==> config.mk <==
export PLATFORM = sky130hd
export DESIGN_NAME = mc_err_logger
export DESIGN_NICKNAME = d
export VERILOG_FILES = /design/src/rtl/mcl_pkg.sv /design/src/rtl/mcl_event_decode.sv /design/src/rtl/mcl_syndrome.sv /design/src/rtl/mcl_capture.sv /design/src/rtl/mc_err_logger.sv
export SDC_FILE = /design/constraint.sdc
export NUM_CORES = 1
export LEC_CHECK = 0
export BUFFER_PORTS_ARGS = -buffer_cell sky130_fd_sc_hd__buf_2
export CORE_MARGIN = 2
export CORE_UTILIZATION = 40
export CTS_CLUSTER_SIZE = 14
export DETAILED_ROUTE_END_ITERATION = 8
export PLACE_DENSITY = 0.77
export SETUP_SLACK_MARGIN = 0.1
export SYNTH_ARGS = -nofsm -noshare
export SYNTH_HDL_FRONTEND = slang
export SYNTH_HIERARCHICAL = 1
export SYNTH_SLANG_ARGS = --single-unit
==> constraint.sdc <==
create_clock -name clk_i -period 1.2 [get_ports clk_i]
set_input_delay 0.06 -clock clk_i [delete_from_list [all_inputs] [get_ports clk_i]]
set_output_delay 0.06 -clock clk_i [all_outputs]
set_load 0.01 [all_outputs]
==> src/rtl/mcl_pkg.sv <==
package mcl_pkg;
    localparam int NUM_ERR = 7;
    localparam int CLR_W   = NUM_ERR + 1;

    // syndrome bit positions
    localparam int SB_PUSH_ADDR  = 0;
    localparam int SB_PUSH_WDATA = 1;
    localparam int SB_PUSH_PAR   = 2;
    localparam int SB_HIT_PAR    = 3;
    localparam int SB_MISS_ADDR  = 4;
    localparam int SB_MISS_RDATA = 5;
    localparam int SB_MISS_RPAR  = 6;
    localparam int CB_DAR_VLD    = NUM_ERR;

    typedef logic [NUM_ERR-1:0] syn_t;
endpackage

==> src/rtl/mcl_event_decode.sv <==
module mcl_event_decode
    import mcl_pkg::*;
#(
    parameter int ADDR_W = 32
) (
    input  logic              push_addr_err_i,
    input  logic [ADDR_W-1:0] push_addr_i,
    input  logic              push_wr_err_ni,
    input  logic              push_par_err_i,
    input  logic              hit_par_err_i,
    input  logic              miss_addr_err_i,
    input  logic              miss_rdata_err_i,
    input  logic              miss_rpar_err_i,
    input  logic [ADDR_W-1:0] fetch_addr_i,
    output syn_t              ev_vec_o,
    output logic              dar_load_o,
    output logic [ADDR_W-1:0] dar_src_o,
    output logic              sia_load_o,
    output logic              sup_fill_o,
    output logic              sup_exec_o
);
    logic miss_any;

    always_comb begin
        ev_vec_o                = '0;
        ev_vec_o[SB_PUSH_ADDR]  = push_addr_err_i;
        ev_vec_o[SB_PUSH_WDATA] = ~push_wr_err_ni;
        ev_vec_o[SB_PUSH_PAR]   = push_par_err_i;
        ev_vec_o[SB_HIT_PAR]    = hit_par_err_i;
        ev_vec_o[SB_MISS_ADDR]  = miss_addr_err_i;
        ev_vec_o[SB_MISS_RDATA] = miss_rdata_err_i;
        ev_vec_o[SB_MISS_RPAR]  = miss_rpar_err_i;

        miss_any   = miss_addr_err_i | miss_rdata_err_i | miss_rpar_err_i;
        // fetch-miss address outranks push address
        dar_load_o = miss_any | push_addr_err_i;
        dar_src_o  = miss_any ? fetch_addr_i : push_addr_i;
        sia_load_o = miss_any | hit_par_err_i;
        sup_fill_o = miss_any;
        sup_exec_o = miss_any | hit_par_err_i;
    end
endmodule

==> src/rtl/mcl_syndrome.sv <==
module mcl_syndrome
    import mcl_pkg::*;
(
    input  logic clk_i,
    input  logic rst_ni,
    input  syn_t ev_vec_i,
    input  logic clr_we_i,
    input  syn_t clr_mask_i,
    output syn_t syn_o
);
    typedef struct packed {
        syn_t syn;
    } syn_state_t;

    syn_state_t st_d, st_q;

    always_comb begin
        st_d = st_q;
        if (clr_we_i) begin
            st_d.syn = st_d.syn & ~clr_mask_i;
        end
        // a new event wins over a clear of the same bit
        st_d.syn = st_d.syn | ev_vec_i;
    end

    always_ff @(posedge clk_i or negedge rst_ni) begin
        if (!rst_ni) begin
            st_q <= '0;
        end else begin
            st_q <= st_d;
        end
    end

    assign syn_o = st_q.syn;
endmodule

==> src/rtl/mcl_capture.sv <==
module mcl_capture #(
    parameter int ADDR_W = 32,
    parameter int PC_W   = 32
) (
    input  logic              clk_i,
    input  logic              rst_ni,
    input  logic              dar_load_i,
    input  logic [ADDR_W-1:0] dar_src_i,
    input  logic              dar_clr_i,
    input  logic              sia_load_i,
    input  logic [PC_W-1:0]   pc_i,
    output logic [ADDR_W-1:0] dar_o,
    output logic              dar_vld_o,
    output logic [PC_W-1:0]   sia_o
);
    typedef struct packed {
        logic [ADDR_W-1:0] dar;
        logic              dar_vld;
        logic [PC_W-1:0]   sia;
    } cap_state_t;

    cap_state_t st_d, st_q;
    logic       held;

    always_comb begin
        st_d = st_q;
        held = st_q.dar_vld & ~dar_clr_i;
        st_d.dar_vld = held;
        if (!held && dar_load_i) begin
            st_d.dar     = dar_src_i;
            st_d.dar_vld = 1'b1;
        end
        if (sia_load_i) begin
            st_d.sia = pc_i;
        end
    end

    always_ff @(posedge clk_i or negedge rst_ni) begin
        if (!rst_ni) begin
            st_q <= '0;
        end else begin
            st_q <= st_d;
        end
    end

    assign dar_o     = st_q.dar;
    assign dar_vld_o = st_q.dar_vld;
    assign sia_o     = st_q.sia;
endmodule

==> src/rtl/mc_err_logger.sv <==
module mc_err_logger
    import mcl_pkg::*;
#(
    parameter int ADDR_W = 32,
    parameter int PC_W   = 32
) (
    input  logic                clk_i,
    input  logic                rst_ni,
    input  logic                push_addr_err_i,
    input  logic [ADDR_W-1:0]   push_addr_i,
    input  logic                push_wr_err_ni,
    input  logic                push_par_err_i,
    input  logic [PC_W-1:0]     fetch_pc_i,
    input  logic                fetch_hit_par_err_i,
    input  logic                fetch_miss_addr_err_i,
    input  logic                fetch_miss_rdata_err_i,
    input  logic                fetch_miss_rpar_err_i,
    input  logic [ADDR_W-1:0]   fetch_addr_i,
    input  logic                sw_clr_we_i,
    input  logic [CLR_W-1:0]    sw_clr_data_i,
    output logic [NUM_ERR-1:0]  syndrome_o,
    output logic [ADDR_W-1:0]   dar_o,
    output logic                dar_vld_o,
    output logic [PC_W-1:0]     sia_o,
    output logic                mc_req_o,
    output logic                suppress_fill_o,
    output logic                suppress_exec_o
);
    syn_t              ev_vec;
    logic              dar_load;
    logic [ADDR_W-1:0] dar_src;
    logic              sia_load;
    logic              dar_clr;

    assign dar_clr = sw_clr_we_i & sw_clr_data_i[CB_DAR_VLD];

    mcl_event_decode #(.ADDR_W(ADDR_W)) i_decode (
        .push_addr_err_i  (push_addr_err_i),
        .push_addr_i      (push_addr_i),
        .push_wr_err_ni   (push_wr_err_ni),
        .push_par_err_i   (push_par_err_i),
        .hit_par_err_i    (fetch_hit_par_err_i),
        .miss_addr_err_i  (fetch_miss_addr_err_i),
        .miss_rdata_err_i (fetch_miss_rdata_err_i),
        .miss_rpar_err_i  (fetch_miss_rpar_err_i),
        .fetch_addr_i     (fetch_addr_i),
        .ev_vec_o         (ev_vec),
        .dar_load_o       (dar_load),
        .dar_src_o        (dar_src),
        .sia_load_o       (sia_load),
        .sup_fill_o       (suppress_fill_o),
        .sup_exec_o       (suppress_exec_o)
    );

    mcl_syndrome i_syndrome (
        .clk_i      (clk_i),
        .rst_ni     (rst_ni),
        .ev_vec_i   (ev_vec),
        .clr_we_i   (sw_clr_we_i),
        .clr_mask_i (sw_clr_data_i[NUM_ERR-1:0]),
        .syn_o      (syndrome_o)
    );

    mcl_capture #(.ADDR_W(ADDR_W), .PC_W(PC_W)) i_capture (
        .clk_i      (clk_i),
        .rst_ni     (rst_ni),
        .dar_load_i (dar_load),
        .dar_src_i  (dar_src),
        .dar_clr_i  (dar_clr),
        .sia_load_i (sia_load),
        .pc_i       (fetch_pc_i),
        .dar_o      (dar_o),
        .dar_vld_o  (dar_vld_o),
        .sia_o      (sia_o)
    );

    assign mc_req_o = |syndrome_o;
endmodule

# After elaboration in Yosys (flattened, before gate mapping)
# Cells that the tools add are included.
[word_totals]
ff_bits = 72
in_bits = 114
out_inout_bits = 75
wordCells = 21
[op_classes]
bitwise_logic = 11
mux = 3
reduce_logical = 3
[ops]
columns = ["cell", "count"]
rows = [
  ["32-bit two-way mux", 1],
  ["7-bit AND", 1],
  ["7-bit two-way mux", 1],
  ["7-bit NOT", 1],
  ["7-bit bitwise OR", 1],
  ["7-bit OR reduction", 1],
  ["1-bit bitwise OR", 4],
  ["1-bit AND", 2],
  ["1-bit NOT", 2],
  ["1-bit logical AND", 1],
  ["1-bit logical NOT", 1],
  ["1-bit two-way mux", 1],
]

# Depth between registers and ports, before layout
[logic_depth]
depth_word = 6
ltp_mapped = 6

# Hierarchy
# The synthesis kept the hierarchy.
[modules_own_cells]
columns = ["mod", "cells_each", "instances", "area_each_um2"]
rows = [
  ["mcl_capture", 139, 1, 2580.0],
  ["mcl_event_decode", 47, 1, 483.0],
  ["mcl_syndrome", 21, 1, 254.0],
  ["mc_err_logger", 4, 1, 21.3],
]

# Worst setup path after synthesis
# Ideal clock, no wire load.
[synth_path]
path_kind = "in2reg"
from = "input fetch_miss_rdata_err_i"
to = "register i_capture.st_q, in the netlist i_capture/sia_o[4]"
t_arrival_ns = 1.257
setup_ns = 0.128
path_stages = 6
path_slack_ns = -0.185
t_required_ns = 1.072
path_cell_list = "nor3_4 buf_6 nand2b_1 clkbuf_2 buf_4 mux2_1"
[synth_via]
elab_chain_cells = 3
[synth_lines]
columns = ["item", "line", "source"]
rows = [
  ["start, declared", "mc_err_logger.sv:16", "input logic fetch_miss_rdata_err_i,"],
  ["1-bit bitwise OR (2 in a row)", "mcl_event_decode.sv:34", "miss_any = miss_addr_err_i | miss_rdata_err_i | miss_rpar_err_i;"],
  ["1-bit bitwise OR", "mcl_event_decode.sv:38", "sia_load_o = miss_any | hit_par_err_i;"],
  ["net sia_load", "mc_err_logger.sv:32", "logic sia_load;"],
  ["end signal, assigned", "mcl_capture.sv:42", "st_q <= st_d;"],
  ["end, declared", "mcl_capture.sv:22", "cap_state_t st_d, st_q;"],
]
# The timed path passes the listed nets, and every way through them passes these cells.
# A chain may end at the register's enable or synchronous reset.

# Worst setup path after layout
[layout_path]
from = "register i_syndrome.st_q, in the netlist i_syndrome/syn_o[4]"
to = "output mc_req_o"
[layout_via]
elab_chain_cells = 1
[layout_lines]
columns = ["item", "line", "source"]
rows = [
  ["start, declared", "mcl_syndrome.sv:15", "syn_state_t st_d, st_q;"],
  ["start signal, assigned", "mcl_syndrome.sv:30", "st_q <= st_d;"],
  ["7-bit OR reduction", "mc_err_logger.sv:77", "assign mc_req_o = |syndrome_o;"],
  ["end, declared", "mc_err_logger.sv:25", "output logic mc_req_o,"],
]
# No other way between the ends.

==> impl_results.md <==
* Status: complete, but fails checks
* Failing checks: setup timing
* All-layer global routing usage at a little under a fifth
* Worst slew pin tran at approximately 370 ps
* Hold Slack at between 40 and 50 ps
* Nets at 572
* Max frequency at 782 MHz
* Clock transition at path regs at around 80 ps
* Core Rows at 33
* Die height at 95.4 um
* Cell area after layout at ~5300 um^2
* Antenna Nets Post-Route at 0
* Pwr Density at ~1200 nW/um^2
* Setup crit end: mc_req_o
* Ports at around 190
* Skew-Pair Late Insertion Delay at between 300 and 400 ps
* Worst r2r src: i_capture/dar_vld_o$_DFF_PN0_
* Seq cells post-synth at 72
* Die Area at 9090 um^2
* Hold Crit Class: input port to register
* Number of setup violations in the final report at 1
* Largest net degree at the start of global routing at 73
* Starting DRC count in detailed routing at 37
* Post-Route WL at between 8000 and 9000 um
* Area of the multi-input gates at between 1000 and 1500 um^2
* MaxCap Viol Count at 0
* CTS tree: yes
* Starting Density at around 41%
* Port Buf Inserts at around 190
* Sinks on Clock Net at between 70 and 80
* Vias in the first global route at about 2700
* CTS Buf Count at 9
* Final-report max-slew violation count at 0
* TritonRoute pass-1 iters at 6
* Pleak at between 0.002 and 0.003 uW
* Antenna fix cells at 0
* Worst r2r dst: i_capture/dar_o[17]$_DFFE_PN0P_
* Core area at 8130 um^2
* Worst Path Max Fanout at 2
* Placed cell areas at approximately 4400 um^2
* Initial antenna violation count at 0
* Via-to-Cell Ratio at approximately 4.6
* Drt wl/cell at 15.4 um
* Placed cells at ~500
* Crit Path Class: register to output pin
* # fillers at 588
* Fin. Hold Viols at 0
* Reg area at around 1800 um^2
* Hold Startpoint: sw_clr_data_i[3]
* Post-synthesis area per instance at 15.8 um^2
* Ys Warns at 6
* Grt total ovfl at 0
* Power, Total at 6490 uW
* Worst slew margin at 75.3%
* Clk buf depth at 2
* Fraction of layout cells with a size suffix above 1 at a little over two thirds
* DRC at 0
* Unrepaired setup endpoints after global routing: true
* RD Place Congestion at about 0.74
* Depth of the worst register-to-register path at 4
* Vias at 2620
* Synthesized Nets at 325
* Final period util at 107%
* Hold Crit Depth at 3
* Finished Layout Cells at 568
* Hpwl dp at roughly 5700 um
* Layout Skew at just over 7 ps
* Worst EP arrival at roughly 1200 ps
* Cell area after technology mapping at 3340 um^2
* Root Driver: clkbuf_8
* Worst IR drop on VDD at about 0.53 mV
* Area grow syn2layout at 57.6%
* Reg2reg setup slack at 0 ps
* Seq/Total Area, Yosys at a little over half
* H-tree Lvls at 3
* Startpoint Class: register
* Critical Path RT at 1140 ps
* Min cycle time layout at 1280 ps
* First-pass GRT wire length at 12700 um
* Util after Layout at between 60% and 70%
* Worst Setup SP: i_syndrome/syn_o[4]$_DFF_PN0_
* Netlist cell types at 19
* Die Width at roughly 95 um
* Crit path capture type: output pin
* Post-route worst setup slack at -78.1 ps
* Gate Count Post-Synth at 211
-- timing repair --
item,in CTS,in global routing
setup endpoints to repair,34,36
gates cloned,1,1
hold buffers,46,0
buffers inserted,2,4
hold endpoints to repair,111,0
pin swaps,2,2
resized for setup,6,3
-- area by class of cell --
cell class | instances | share of cell area (%)
inverters | 2 | 0.143
repair buffers | 253 | 32.3
flip-flops and latches | 72 | 34.3
clock buffers | 10 | 2.43
well taps | 105 | 2.50
clock inverters | 6 | 1.76
multi-input cells | 120 | 26.6
-- logic make-up after synthesis --
family                 share of synthesized area, %
multiplexers                                   35.8
buffers and inverters                          5.43
AND/OR/NAND/NOR                                3.26
AO/OA/AOI/OAI                                  1.57
flip-flops                                     54.0
-- synth_stat cells --
library cell  instances  area, um^2
nor4_1                1        6.26
nor3_4                1        16.3
nand2_1               8        30.0
a21o_1                7        52.6
dfrtp_1              72        1800
or2b_1                1        7.51
buf_6                 3        33.8
buf_12                3        60.1
nand2b_4              1        13.8
nand2_4               1        11.3
nand2b_1              2        12.5
and2_1                1        6.26
nor3_1                1        5.00
inv_1                 2        7.51
clkbuf_2              1        5.00
mux2_1                2        22.5
mux2_2               64         721
mux2_4               30         450
buf_4                10        75.1
-- sequential cells by signal, summed over array words and instances, names as in the netlist --
name / cells
i_capture/dar_o: 32
i_capture/sia_o: 32
i_syndrome/syn_o: 7
i_capture/dar_vld_o: 1
-- worst max-delay path: stages (launching register included) --
cell and delay (ps):
dfrtp_1 410, nor4_2 270, nand2_1 70, buf_2 140
-- how the worst min path moves through the flow --
stage	to	slack [ps]
after floorplan	i_capture/dar_o[0]$_DFFE_PN0P_	-240
after global placement	i_capture/sia_o[6]$_DFFE_PN0P_	100
after detailed placement	i_capture/sia_o[20]$_DFFE_PN0P_	100
after CTS	i_syndrome/syn_o[3]$_DFF_PN0_	20
after global routing	i_syndrome/syn_o[3]$_DFF_PN0_	30
final	i_syndrome/syn_o[3]$_DFF_PN0_	40
-- per-layer routing --
| metal | GRT usage [%] | wire length, um | up-vias | part of all wire, % |
|---|---|---|---|---|
| met5 | 0 | 0 | - | 0 |
| met4 | 7.37 | 124 | 0 | 1.4 |
| met3 | 4.90 | 763 | 13 | 8.7 |
| met2 | 31.9 | 4280 | 132 | 49 |
| met1 | 21.9 | 3570 | 1244 | 41 |
| li1 | - | - | 1231 | - |
-- placed cells by master (no fill, tap or decap), drive strengths merged --
| cell | synthesis | final |
|---|---|---|
| a21o | 7 | 7 |
| and2 | 1 | 1 |
| buf | 16 | 206 |
| bufinv | 0 | 2 |
| clkbuf | 1 | 11 |
| clkinv | 0 | 1 |
| clkinvlp | 0 | 2 |
| dfrtp | 72 | 72 |
| dlygate4sd3 | 0 | 46 |
| inv | 2 | 3 |
| mux2 | 96 | 96 |
| nand2 | 9 | 9 |
| nand2b | 3 | 3 |
| nor3 | 2 | 2 |
| nor4 | 1 | 1 |
| or2b | 1 | 1 |
-- power by group --
part	total [uW]	leakage, uW	internal (uW)	switching [uW]
sequential	2890	0.000825	2710	172
combinational	1530	0.00171	939	586
clock	2080	0.000103	1180	897
total	6490	0.00263	4830	1660
-- stage by stage --
step	setup TNS [ps]	setup slack, ps
after floorplan	-8600	-147
after global placement	-9620	-231
after detailed placement	-11670	-278
after CTS	-93.9	-91.7
after global routing	-420	-167
final	-78.1	-78.1
No activity file was read; power rests on OpenSTA's default activity.
